[src/rtl/lvl_sweep_pkg.sv]
package lvl_sweep_pkg;

  typedef enum logic [3:0] {
    ST_IDLE,
    ST_START,
    ST_W_START,
    ST_LOAD,
    ST_W_LOAD,
    ST_RESOLVE,
    ST_FIN_LOAD,
    ST_W_FIN,
    ST_EXIT,
    ST_W_EXIT
  } sweep_st_t;

  localparam logic [1:0] MODE_RD_STROBE = 2'b10;
  localparam int         NUM_SLICES     = 2;
  localparam int         RISE_RUN       = 4;

endpackage

[src/rtl/lvl_wait_timer.sv]
module lvl_wait_timer #(
  parameter int TMO_W = 16
) (
  input  logic             clk,
  input  logic             rst_n,
  input  logic             run,
  input  logic [TMO_W-1:0] limit,
  output logic             expired
);

  localparam logic [TMO_W-1:0] CNT_MAX = '1;

  logic [TMO_W-1:0] cnt_q;

  always_ff @(posedge clk or negedge rst_n) begin
    if (!rst_n) begin
      cnt_q <= '0;
    end else if (!run) begin
      cnt_q <= '0;
    end else if (cnt_q != CNT_MAX) begin
      cnt_q <= cnt_q + 1'b1;
    end
  end

  assign expired = run && (cnt_q == limit);

  // every wait window starts counting from zero
  p_window_fresh_r11: assert property (@(posedge clk) disable iff (!rst_n)
    $rose(run) |-> (cnt_q == '0));

endmodule

[src/rtl/lvl_eye_track.sv]
module lvl_eye_track #(
  parameter int NTAPS = 256,
  parameter int IDX_W = $clog2(NTAPS)
) (
  input  logic             clk,
  input  logic             rst_n,
  input  logic             clear,
  input  logic             smp_vld,
  input  logic             smp_pass,
  input  logic [IDX_W-1:0] smp_idx,
  output logic             eye_found,
  output logic [IDX_W-1:0] eye_half
);

  // Opening candidate i is confirmed when tap i+3 arrives.
  localparam logic [IDX_W-1:0] RISE_J_LO = IDX_W'(7);
  localparam logic [IDX_W-1:0] RISE_J_HI = IDX_W'(NTAPS - 2);
  localparam logic [IDX_W-1:0] FALL_J_HI = IDX_W'(NTAPS - 5);
  localparam logic [IDX_W-1:0] RUN_BACK  = IDX_W'(3);

  logic [3:0]       hist_q;   // hist_q[k] = grade of tap (current - 1 - k)
  logic             rise_q, fall_q;
  logic [IDX_W-1:0] open_q, close_q;
  logic             rise_hit, fall_hit;

  assign rise_hit = smp_vld && !rise_q && smp_pass && hist_q[0] && hist_q[1] &&
                    hist_q[2] && !hist_q[3] &&
                    (smp_idx >= RISE_J_LO) && (smp_idx <= RISE_J_HI);

  assign fall_hit = smp_vld && rise_q && !fall_q && !smp_pass && hist_q[0] &&
                    hist_q[1] && hist_q[2] && (smp_idx <= FALL_J_HI);

  always_ff @(posedge clk or negedge rst_n) begin
    if (!rst_n) begin
      hist_q  <= '0;
      rise_q  <= 1'b0;
      fall_q  <= 1'b0;
      open_q  <= '0;
      close_q <= '0;
    end else if (clear) begin
      hist_q  <= '0;
      rise_q  <= 1'b0;
      fall_q  <= 1'b0;
      open_q  <= '0;
      close_q <= '0;
    end else if (smp_vld) begin
      hist_q <= {hist_q[2:0], smp_pass};
      if (rise_hit) begin
        rise_q <= 1'b1;
        open_q <= smp_idx - RUN_BACK;
      end
      if (fall_hit) begin
        fall_q  <= 1'b1;
        close_q <= smp_idx;
      end
    end
  end

  assign eye_found = rise_q && fall_q;
  assign eye_half  = (close_q - open_q) >> 1;

  // a closing edge is never recorded without an opening
  p_close_needs_open_r6: assert property (@(posedge clk) disable iff (!rst_n)
    fall_q |-> rise_q);

  // the closing edge lies strictly above the opening
  p_eye_ordered_r7: assert property (@(posedge clk) disable iff (!rst_n)
    fall_q |-> (close_q > open_q));

  // a recorded opening never moves within one sweep
  p_open_stable_r5: assert property (@(posedge clk) disable iff (!rst_n)
    (rise_q && !clear) |=> $stable(open_q));

endmodule

[src/rtl/lvl_read_sweep.sv]
module lvl_read_sweep
  import lvl_sweep_pkg::*;
#(
  parameter int NTAPS  = 256,
  parameter int DLY_W  = 16,
  parameter int TMO_W  = 16,
  parameter int RESP_W = 4
) (
  input  logic              clk,
  input  logic              rst_n,
  input  logic              go,
  input  logic [TMO_W-1:0]  tmo_limit,
  output logic              busy,
  output logic              done,
  output logic              err,
  output logic [1:0]        phy_mode,
  output logic              phy_edge,
  output logic              phy_start,
  output logic              phy_load,
  output logic              phy_exit,
  input  logic              phy_op_done,
  input  logic [RESP_W-1:0] phy_resp0,
  input  logic [RESP_W-1:0] phy_resp1,
  input  logic [DLY_W-1:0]  phy_cur_dly0,
  input  logic [DLY_W-1:0]  phy_cur_dly1,
  output logic [DLY_W-1:0]  phy_dly0,
  output logic [DLY_W-1:0]  phy_dly1
);

  localparam int               IDX_W    = $clog2(NTAPS);
  localparam logic [IDX_W-1:0] LAST_TAP = IDX_W'(NTAPS - 1);

  sweep_st_t        st_q;
  logic             slice_q;
  logic [IDX_W-1:0] tap_q;
  logic [DLY_W-1:0] def_q [NUM_SLICES];
  logic [DLY_W-1:0] res_q [NUM_SLICES];
  logic [DLY_W-1:0] dly_q [NUM_SLICES];
  logic [RESP_W-1:0] resp_arr [NUM_SLICES];
  logic [DLY_W-1:0] cur_arr  [NUM_SLICES];
  logic             found    [NUM_SLICES];
  logic [IDX_W-1:0] half     [NUM_SLICES];

  logic start_q, load_q, exit_q, done_q, err_q;
  logic [1:0] mode_q;
  logic       edge_q;

  logic go_acc;
  logic in_wait;
  logic tmo_exp;

  assign resp_arr[0] = phy_resp0;
  assign resp_arr[1] = phy_resp1;
  assign cur_arr[0]  = phy_cur_dly0;
  assign cur_arr[1]  = phy_cur_dly1;

  assign go_acc  = (st_q == ST_IDLE) && go;
  assign in_wait = (st_q == ST_W_START) || (st_q == ST_W_LOAD) ||
                   (st_q == ST_W_FIN)   || (st_q == ST_W_EXIT);

  lvl_wait_timer #(.TMO_W(TMO_W)) u_timer (
    .clk     (clk),
    .rst_n   (rst_n),
    .run     (in_wait),
    .limit   (tmo_limit),
    .expired (tmo_exp)
  );

  for (genvar g = 0; g < NUM_SLICES; g++) begin : g_slice
    logic trk_vld;
    logic trk_pass;

    assign trk_vld  = (st_q == ST_W_LOAD) && phy_op_done && (slice_q == g[0]);
    assign trk_pass = (resp_arr[g] == '0);

    lvl_eye_track #(.NTAPS(NTAPS), .IDX_W(IDX_W)) u_track (
      .clk       (clk),
      .rst_n     (rst_n),
      .clear     (go_acc),
      .smp_vld   (trk_vld),
      .smp_pass  (trk_pass),
      .smp_idx   (tap_q),
      .eye_found (found[g]),
      .eye_half  (half[g])
    );

    always_ff @(posedge clk or negedge rst_n) begin
      if (!rst_n) begin
        def_q[g] <= '0;
        res_q[g] <= '0;
      end else begin
        if (go_acc) begin
          def_q[g] <= cur_arr[g];
        end
        if ((st_q == ST_RESOLVE) && (slice_q == g[0])) begin
          res_q[g] <= found[g] ? DLY_W'(half[g]) : def_q[g];
        end
      end
    end
  end

  always_ff @(posedge clk or negedge rst_n) begin
    if (!rst_n) begin
      st_q     <= ST_IDLE;
      slice_q  <= 1'b0;
      tap_q    <= '0;
      start_q  <= 1'b0;
      load_q   <= 1'b0;
      exit_q   <= 1'b0;
      done_q   <= 1'b0;
      err_q    <= 1'b0;
      mode_q   <= 2'b00;
      edge_q   <= 1'b0;
      dly_q[0] <= '0;
      dly_q[1] <= '0;
    end else begin
      start_q <= 1'b0;
      load_q  <= 1'b0;
      exit_q  <= 1'b0;
      done_q  <= 1'b0;
      unique case (st_q)
        ST_IDLE: begin
          if (go) begin
            err_q   <= 1'b0;
            mode_q  <= MODE_RD_STROBE;
            edge_q  <= 1'b0;
            slice_q <= 1'b0;
            tap_q   <= '0;
            st_q    <= ST_START;
          end
        end
        ST_START: begin
          start_q <= 1'b1;
          st_q    <= ST_W_START;
        end
        ST_W_START: begin
          if (phy_op_done) begin
            st_q <= ST_LOAD;
          end else if (tmo_exp) begin
            err_q <= 1'b1;
            st_q  <= ST_IDLE;
          end
        end
        ST_LOAD: begin
          dly_q[slice_q] <= DLY_W'(tap_q);
          load_q         <= 1'b1;
          st_q           <= ST_W_LOAD;
        end
        ST_W_LOAD: begin
          if (phy_op_done) begin
            if (tap_q == LAST_TAP) begin
              st_q <= ST_RESOLVE;
            end else begin
              tap_q <= tap_q + 1'b1;
              st_q  <= ST_LOAD;
            end
          end else if (tmo_exp) begin
            err_q <= 1'b1;
            st_q  <= ST_IDLE;
          end
        end
        ST_RESOLVE: begin
          if (!slice_q) begin
            slice_q <= 1'b1;
            tap_q   <= '0;
            st_q    <= ST_LOAD;
          end else begin
            st_q <= ST_FIN_LOAD;
          end
        end
        ST_FIN_LOAD: begin
          dly_q[0] <= res_q[0];
          dly_q[1] <= res_q[1];
          load_q   <= 1'b1;
          st_q     <= ST_W_FIN;
        end
        ST_W_FIN: begin
          if (phy_op_done) begin
            st_q <= ST_EXIT;
          end else if (tmo_exp) begin
            err_q <= 1'b1;
            st_q  <= ST_IDLE;
          end
        end
        ST_EXIT: begin
          exit_q <= 1'b1;
          st_q   <= ST_W_EXIT;
        end
        ST_W_EXIT: begin
          if (phy_op_done) begin
            done_q <= 1'b1;
            st_q   <= ST_IDLE;
          end else if (tmo_exp) begin
            err_q <= 1'b1;
            st_q  <= ST_IDLE;
          end
        end
        default: st_q <= ST_IDLE;
      endcase
    end
  end

  assign busy      = (st_q != ST_IDLE);
  assign done      = done_q;
  assign err       = err_q;
  assign phy_mode  = mode_q;
  assign phy_edge  = edge_q;
  assign phy_start = start_q;
  assign phy_load  = load_q;
  assign phy_exit  = exit_q;
  assign phy_dly0  = dly_q[0];
  assign phy_dly1  = dly_q[1];

  // strobes last one cycle and never overlap
  p_start_one_r10: assert property (@(posedge clk) disable iff (!rst_n)
    phy_start |=> !phy_start);
  p_load_one_r10: assert property (@(posedge clk) disable iff (!rst_n)
    phy_load |=> !phy_load);
  p_exit_one_r10: assert property (@(posedge clk) disable iff (!rst_n)
    phy_exit |=> !phy_exit);
  p_strobe_excl_r10: assert property (@(posedge clk) disable iff (!rst_n)
    $onehot0({phy_start, phy_load, phy_exit}));

  // the session opens with the read strobe-to-data mode and edge 0
  p_start_mode_r2: assert property (@(posedge clk) disable iff (!rst_n)
    phy_start |-> (phy_mode == MODE_RD_STROBE) && !phy_edge);

  // an expired wait abandons the pass with the error flag
  p_timeout_abort_r11: assert property (@(posedge clk) disable iff (!rst_n)
    (tmo_exp && !phy_op_done) |=> (!busy && err));

  // completion is reported only clean and idle
  p_done_clean_r9: assert property (@(posedge clk) disable iff (!rst_n)
    done |-> (!err && !busy));

  // an accepted request makes the block busy on the next cycle
  p_go_busy_r1: assert property (@(posedge clk) disable iff (!rst_n)
    (!busy && go) |=> busy);

endmodule

[config.mk]
export PLATFORM = sky130hd
export DESIGN_NAME = lvl_read_sweep
export DESIGN_NICKNAME = d
export VERILOG_FILES = /design/src/rtl/lvl_sweep_pkg.sv /design/src/rtl/lvl_wait_timer.sv /design/src/rtl/lvl_eye_track.sv /design/src/rtl/lvl_read_sweep.sv
export SDC_FILE = /design/constraint.sdc
export NUM_CORES = 1
export LEC_CHECK = 0
export ABC_AREA = 1
export CORE_MARGIN = 2
export CORE_UTILIZATION = 57
export DETAILED_ROUTE_END_ITERATION = 8
export PLACE_DENSITY = 0.8
export SETUP_SLACK_MARGIN = 0.4
export SLEW_MARGIN = 30
export SYNTH_ARGS = -nofsm -noshare
export SYNTH_HDL_FRONTEND = slang
export SYNTH_HIERARCHICAL = 1
export SYNTH_SLANG_ARGS = --single-unit
export TNS_END_PERCENT = 5
[constraint.sdc]
create_clock -name clk -period 2.7 [get_ports clk]
set_input_delay 0.405 -clock clk [delete_from_list [all_inputs] [get_ports clk]]
set_output_delay 0.405 -clock clk [all_outputs]
set_load 0.02 [all_outputs]
* Word-level counts from Yosys, hierarchy flattened *
Index checks and enable logic that the tools add are counted.

storage, ports and cells
  output and inout bits = 41
  memories = 0
  register bits after elaboration = 175
  ROM bits = 0
  RAM bits = 0
  latch bits = 0

operators by class
  magnitude comparators = 5
  reductions and logical operators = 75
  add/sub/neg operators = 5
  shift operators = 0
  muxes and demuxes = 60
  $mul = 0
  bitwise logic cells = 2
  div/mod/pow operators = 0
  equality and inequality tests = 19

operators with widths
  kind                                                    number
  two-way mux 8 bit                                       16
  two-way mux 16 bit                                      5
  one-hot mux 32 bit (2 select lines)                     1
  logical AND 1 bit                                       40
  two-way mux 4 bit                                       10
  one-hot mux 4 bit (10 select lines)                     1
  bitwise mux 32 bit                                      1
  one-hot mux 8 bit (3 select lines)                      1
  two-way mux 1 bit                                       20
  nonzero test 2 bit                                      9
  adder 16 x 1 -> 16 bit (second input constant)          1
  demux 16 bit (select 1 bit)                             1
  == test 16 bit                                          1
  == test 4 x 3 -> 1 bit (second input constant)          4
  less-or-equal comparator 8 bit (second input constant)  2
  inequality test 16 bit (second input constant)          1
  subtractor 8 bit                                        2
  zero test 4 bit                                         3
  inequality test 2 bit (second input constant)           6
  AND reduction 2 bit                                     6
  adder 8 x 1 -> 8 bit (second input constant)            1
  == test 4 x 2 -> 1 bit (second input constant)          2
  == test 4 bit (second input constant)                   2
  == test 8 bit (second input constant)                   1
  18 further kinds                                        29

* Longest topological paths before layout *
Gate-level depths: netlist of run 1.

  word-level depth = 14
  gate-level depth with buffers = 17

* Modules after synthesis *
The synthesis of run 1 kept the hierarchy.

by module, submodules not included
  module                              area an instance (um^2)  sequential area each (um^2)  cells each  instances
  lvl_read_sweep                      5123.7                   2877.8                       607         1
  lvl_eye_track (g_slice[1].u_track)  1589.0                   550.5                        216         1
  lvl_eye_track (g_slice[0].u_track)  1577.8                   550.5                        217         1
  lvl_wait_timer                      1275.0                   400.4                        201         1

* Worst setup path after synthesis of run 1 *
OpenSTA, ideal clock, no wires.

  path kind = reg-to-reg
  start point = register st_q[1]
  end point = register g_slice[0].u_track.close_q[0]
  arrival = 1.864 ns
  required time = 2.582 ns
  slack = 0.719 ns
  stages on the path, launching flop included = 10
  path buffers = 3
  library setup time = 0.118 ns
  path through = dfrtp_1 nor2_2 nand2_1 nor2_2 buf_2 buf_2 inv_1 buf_2 nand4_1 nand2_1

on the way
  elaborated cells between the ends (all ways) = 16

RTL lines
  item                           RTL line               text
  from (decl)                    lvl_read_sweep.sv:33   sweep_st_t st_q;
  from (signal assigned)         lvl_read_sweep.sv:104  st_q <= ST_IDLE;
  from (signal assigned)         lvl_read_sweep.sv:129  st_q <= ST_START;
  from (signal assigned)         lvl_read_sweep.sv:134  st_q <= ST_W_START;
  zero test 4 bit *              lvl_read_sweep.sv:57   assign go_acc = (st_q == ST_IDLE) && go;
  logical AND 1 bit *            lvl_read_sweep.sv:57
  net go_acc                     lvl_read_sweep.sv:48   logic go_acc;
  nonzero test 2 bit (no line)   --
  AND reduction 2 bit (no line)  --
  to (signal assigned)           lvl_eye_track.sv:54    close_q <= smp_idx;
  to (decl)                      lvl_eye_track.sv:23    logic [IDX_W-1:0] open_q, close_q;

The timed path passes the listed nets; every way through them passes the cells marked *.
A chain may end at the register's enable or synchronous reset.

* Worst setup path in the final report of run 1 *
  start point = register st_q[2]
  end point = output port busy

on the way
  word-level cells in the longest chain between the ends = 1

RTL lines
  item                RTL line               text
  nonzero test 4 bit  lvl_read_sweep.sv:203  assign busy = (st_q != ST_IDLE);
  to (decl)           lvl_read_sweep.sv:13   output logic busy,

Every way passes these cells.

==> results.yml, run 1 <==
cells_and_area:
  ff_latch_area_um2: 4383
  fin_nets: 1421
  area_growth_pct: 19.49
  num_antenna_cells: 0
  drive_gt1_share_pct: 10.19
  multi_input_area_um2: 4378
  nFillCells: 1334
clock_network:
  clk_latency_ps: 430
  cts-root-buf: "clkbuf_16"
  cts_buffers: 17
  clk_pin_slew_ps: 60
  cts_max_level: 4
  ctsLongestPathBuffers: 2
  cts_tree: "done"
  clock-sinks: 175
logic_synthesis:
  syn-cell-area_um2: 9565
  ys_seq_elements: 175
  synth-edff-count: 0
  synthCells: 1241
  yosysUniqueCellTypes: 40
  synth-async-reset-ratio_pct: 100.0
  synth.avg_cell_area_um2: 7.708
  yosysWarnings: 6
  synth_ff_type: "dfrtp_1"
  seq_area_frac_synth_pct: 45.78
route:
  dr.pass1.iters: 6
  wl_mm: 22.01
  vias: 8378
  postRouteAntennaNets: 0
  wl_per_cell_um: 13.99
  vias_per_cell: 5.323
  first_iter_violations: 600
  drc: 0
sta:
  fin_tns_setup_ps: 0
  worst_pin_slew_ps: 902.3
  worst_clock_skew_ps: 8.023
  fin_crit_ps: 2242
  rsz0062_at_grt: "true"
  fin_crit_sh_pct: 83.03
  finalHoldViolations: 0
  fmax_ghz: 0.4461
  relSlewSlack_pct: 39.78
  setup_viol: 0
  slew_violations: 0
  postLayoutSetupSlackWorst_ps: 458.2
setup_path:
  startpoint_type: "flop"
  crit_required_ps: 2300
  crit_fanout: 7
  cp-end-kind: "output port"
  reg2reg_depth: 13
  crit_type: "flop to output port"
  arrival_ps: 1840
global_route:
  antenna_found_initial: 0
  overflow: 0
  grtUsageTotal_pct: 25.61
  grt_pass1_wl_mm: 36.72
  grt_max_degree: 72
  grt_pass1_vias: 7819
floorplan:
  rows: 47
  start_util_pct: 58.09
  fp.dieH_um: 133.5
  dieArea_um2: 17830
  die_w_um: 133.5
  design.core.area_um2: 16470
  num_io_pins: 101
placement:
  port_buffers: 98
  place.gp.congestion: 0.9204
  place_ws_ps: 375.9
  hpwl_mm: 15.19
worst_hold_path:
  min_path_cells: 1
  hold_class: "flop to flop"
run_status:
  status: "finished clean"
run:
  max_cap_violations: 0
power:
  power_density_nw_per_um2: 821.7
  leakagePower_nw: 5.782
  peakVddDrop_uv: 463.0
[worst max-delay path, cell delays in order, from the launching register on]
cell and delay (ps):
dfrtp_2 440, nor2_1 240, nand2_1 150, clkdlybuf4s50_1 570
[layout make-up]
type | instances | share of cell area, %
clock inverters | 14 | 1.281
inverters | 174 | 5.758
clock buffers | 18 | 3.842
multi-input cells | 858 | 38.30
flip-flops and latches | 175 | 38.35
repair buffers | 115 | 10.06
well taps | 220 | 2.408
[cell usage after synthesis (all sizes together), types with 4 or more instances]
master	instances	share of area (%)
o21ai	84	4.4
nand4	32	2.1
inv	174	6.9
o211ai	16	1.3
a21o	4	0.31
xor2	12	1.1
buf	27	1.7
nor2	99	5.0
o22ai	18	1.2
ha	18	2.4
nand2	415	18
nand3	105	6.2
clkbuf	8	0.31
xnor2	5	0.46
dfrtp	175	46
a21oi	25	1.3
[registers in the layout, indices dropped and copies added, names as in the netlist, 4 cells and up]
signal / cells
def_q: 32
g_slice.u_track/close_q: 16
g_slice.u_track/hist_q: 8
g_slice.u_track/open_q: 16
phy_dly0: 16
phy_dly1: 16
res_q: 32
st_q: 4
tap_q: 8
u_timer/cnt_q: 16
[where the power goes]
part	internal [W]	leakage (nW)	switching, W
clock	0.00133	0.282	0.00110
combinational	0.00116	3.18	0.00206
sequential	0.00334	2.32	0.000394
[metrics by stage]
step	std cells	utilization [%]	instance area, µm²	hold slack [ps]	total power, W
after global placement	1538	65.35	10760	422.1	0.006799
after detailed placement	1538	65.35	10760	426.2	0.006888
final	1574	69.41	11430	464.4	0.009392
after global routing	1574	69.41	11430	493.3	0.01002
after floorplan	1242	-	9569	109.4	0.005868
after CTS	1571	69.00	11360	466.6	0.009353
[placed cells by master, fill, tap and decap left out, drive strengths merged, types with 18 or more instances in the layout]
cell	netlist	final
dfrtp	175	175
nand2	415	415
ha	18	18
nand3	105	105
a21oi	25	25
inv	174	182
nor2	99	99
clkbuf	8	18
o21ai	84	84
o22ai	18	18
clkdlybuf4s50	0	97
nand4	32	32
[timing repair]
item | in CTS | in global routing
endpoints found under the hold margin | 53 | 0
hold buffers | 1 | 0
endpoints found under the setup margin | 1 | 42
gates resized for setup | 1 | 12
pin swaps | 0 | 2
setup buffers | 0 | 3
[cells by family (layout without fill, tap and decap cells)]
kind of cell / count (synthesis) / after routing / synth area share, %
AO/OA/AOI/OAI: 155 / 155 / 9.117
XOR/XNOR: 17 / 17 / 1.557
adder cells (fa/ha/maj): 20 / 20 / 2.773
buffers and inverters: 209 / 321 / 8.908
flip-flops: 175 / 175 / 45.78
other: 3 / 4 / 0.1177
AND/OR/NAND/NOR: 662 / 662 / 31.75
[metal layers]
metal	vias up	GRT usage (%)	wire, µm
met2	247	41.21	10550
met5	-	0	0
met3	42	4.072	1185
met4	0	9.693	450
met1	3938	35.22	9830
li1	4151	-	-
[worst paths after layout]
| check | startpoint | end | slack (ps) |
|---|---|---|---|
| setup reg to reg | st_q[3] | g_slice[1].u_track/open_q[7] | 550 |
| min in group asynchronous | rst_n | phy_dly0[11] | 510 |
| setup / recovery | st_q[2] | busy | 460 |
| hold reg to reg | phy_mode[1] | phy_mode[1] | 460 |
| hold / removal | phy_mode[1] | phy_mode[1] | 460 |
| max in group asynchronous | rst_n | res_q[13] | 1390 |
(Power assumes the default switching activity.)
==> run 2, diff against run 1 <==
- clock period: 2.7 -> 2.2 ns (I/O delays scaled with it)
==> run 2 against run 1 <==
Effect of this change:
- critical path depth increased by 14
- final cell count increased by 2.0%
- sequential share of layout area shrank 1.2 points
==> results.yml, run 2 (synthesized netlist as in run 1, its figures left out) <==
global_route:
  grt_max_degree: 59
  overflow: 0
  grtUsageTotal_pct: 26.64
  grt_pass1_vias: 8123
  grt_pass1_wl_mm: 38.43
  antenna_found_initial: 0
cells_and_area:
  nFillCells: 1246
  fin_nets: 1452
  fin_cells: 1605
  reg_top3: "def_q x32, res_q x32"
  ff_latch_area_um2: 4384
  area_growth_pct: 23.41
  mostFrequentLayoutCell: "nand2_1"
  multi_input_area_um2: 4456
  layout_common_cells: "nand2_1, dfrtp_1, inv_1"
  drive_gt1_share_pct: 13.43
  num_antenna_cells: 0
setup_path:
  cpPeakStageDelay_ps: 480
  crit_fanout: 7
  arrival_ps: 2380
  crit_required_ps: 2510
  reg2reg_depth: 17
  crit_path_top_delay_cell: "dfrtp_2"
  rrSetupSlack_ps: 140
  critPathBufInv: 3
  worstReg2RegEnd: "st_q[3]"
  critical_path.top_delay_family: "simple AND/OR/NAND/NOR gates"
  reg2reg_from: "st_q[2]"
  path_cells: "inv_2 > nor2_4 > nand2_2 > nand2_4 > nor2_4 > inv_2 > nand2_2 > nor2_1 > nand2_1 > nor2_1 > nand2_1 > nor2_4 > inv_2 > a21oi_2 > a21oi_2 > nand2_1 > nand2_1"
  crit_type: "flop to flop"
  cp-end-kind: "flop"
  startpoint_type: "flop"
  cp_common_cell: "nand2_1"
sta:
  finalHoldViolations: 0
  fin_tns_setup_ps: 0
  relSlewSlack_pct: 59.66
  fmax_ghz: 0.4847
  slew_violations: 0
  worst_clock_skew_ps: 12.29
  fin_crit_sh_pct: 93.77
  setup_viol: 0
  fin_crit_ps: 2063
  postLayoutSetupSlackWorst_ps: 137.0
  rsz0062_at_grt: "true"
  worst_pin_slew_ps: 605.0
route:
  dr.pass1.iters: 5
  drc: 0
  vias: 8664
  postRouteAntennaNets: 0
  first_iter_violations: 698
  wl_per_cell_um: 14.46
  wl_mm: 23.22
  vias_per_cell: 5.398
power:
  power_density_nw_per_um2: 1023
  peakVddDrop_uv: 634.3
  leakagePower_nw: 5.977
  p_total_w: 0.01207
placement:
  place_ws_ps: 133.8
  hpwl_mm: 15.92
  port_buffers: 98
  placed_cells: 1555
  place.gp.congestion: 0.8764
run_status:
  status: "finished clean"
clock_network:
  cts_tree: "done"
  clock-sinks: 175
  cts_buffers: 17
  clk_latency_ps: 430
  cts_max_level: 4
  clk_pin_slew_ps: 70
  cts-root-buf: "clkbuf_16"
  ctsLongestPathBuffers: 2
floorplan:
  rows: 47
  die_w_um: 133.5
  num_io_pins: 101
  dieArea_um2: 17830
  fp.dieH_um: 133.5
  start_util_pct: 58.09
  design.core.area_um2: 16470
run:
  max_cap_violations: 0
worst_hold_path:
  hold_class: "input pin to asynchronous set/reset pin"
## run 2: changes by cell type in the layout (fill, tap and decap cells not counted), sizes merged
| cell | before | now |
|---|---|---|
| buf | 17 | 47 |
| bufinv | 1 | 4 |
| clkdlybuf4s50 | 97 | 96 |
| clkinv | 2 | 4 |
| clkinvlp | 3 | 0 |
| dlygate4sd2 | 0 | 1 |
| inv | 182 | 180 |
| nand3 | 105 | 106 |
## run 2: cell type report
class / count / area share [%]
sequential: 175 / 37.14
multi-input combinational: 859 / 37.74
tap: 220 / 2.332
clock inverter: 14 / 1.717
timing repair buffer: 145 / 11.84
clock buffer: 18 / 3.635
inverter: 174 / 5.596
## run 2: power breakdown
group	switching (W)	internal [W]	total [W]
sequential	0.000476	0.00411	0.00458
combinational	0.00267	0.00158	0.00425
clock	0.00131	0.00193	0.00324
## run 2: how the worst max path moves through the flow
stage	startpoint	endpoint	slack [ps]	cells past startpoint
3_3_place_gp	phy_op_done	g_slice[1].u_track/open_q[7]	180	12
3_5_place_dp	phy_op_done	g_slice[0].u_track/close_q[2]	130	11
6_report	st_q[2]	st_q[3]	140	17
5_1_grt	st_q[2]	st_q[3]	30	17
4_1_cts	st_q[1]	g_slice[0].u_track/open_q[0]	240	14
2_1_floorplan	st_q[2]	st_q[3]	320	17
## run 2: worst reg2reg max path: cells and delay by family (launching register included)
family,cells,cell delay [ps]
AOI/OAI and AO/OA,2,220
DFF,1,480
and+or+nand+nor,12,1080
buffers and inverters,3,180
## run 2: layer usage
metal	GRT usage, %	up-vias	wire [µm]
met2	43.50	326	11390
li1	-	4227	-
met4	9.220	0	466
met3	4.795	44	1504
met1	36.09	4067	9849
met5	0	-	0
## run 2: per-stage QoR
step	utilization, %	hold slack, ps	cell area, µm²
after global placement	66.44	294.0	10940
final	71.69	401.5	11810
after floorplan	-	34.41	9598
after global routing	71.69	432.5	11810
after CTS	70.88	403.4	11670
after detailed placement	66.44	296.0	10940
## run 2: what timing repair did
action	CTS	global route
gates resized for setup	10	23
hold buffers	1	0
hold endpoints to repair	44	0
endpoints found under the setup margin	43	82
cloned	1	0
pin swaps	8	19
setup buffers	8	8
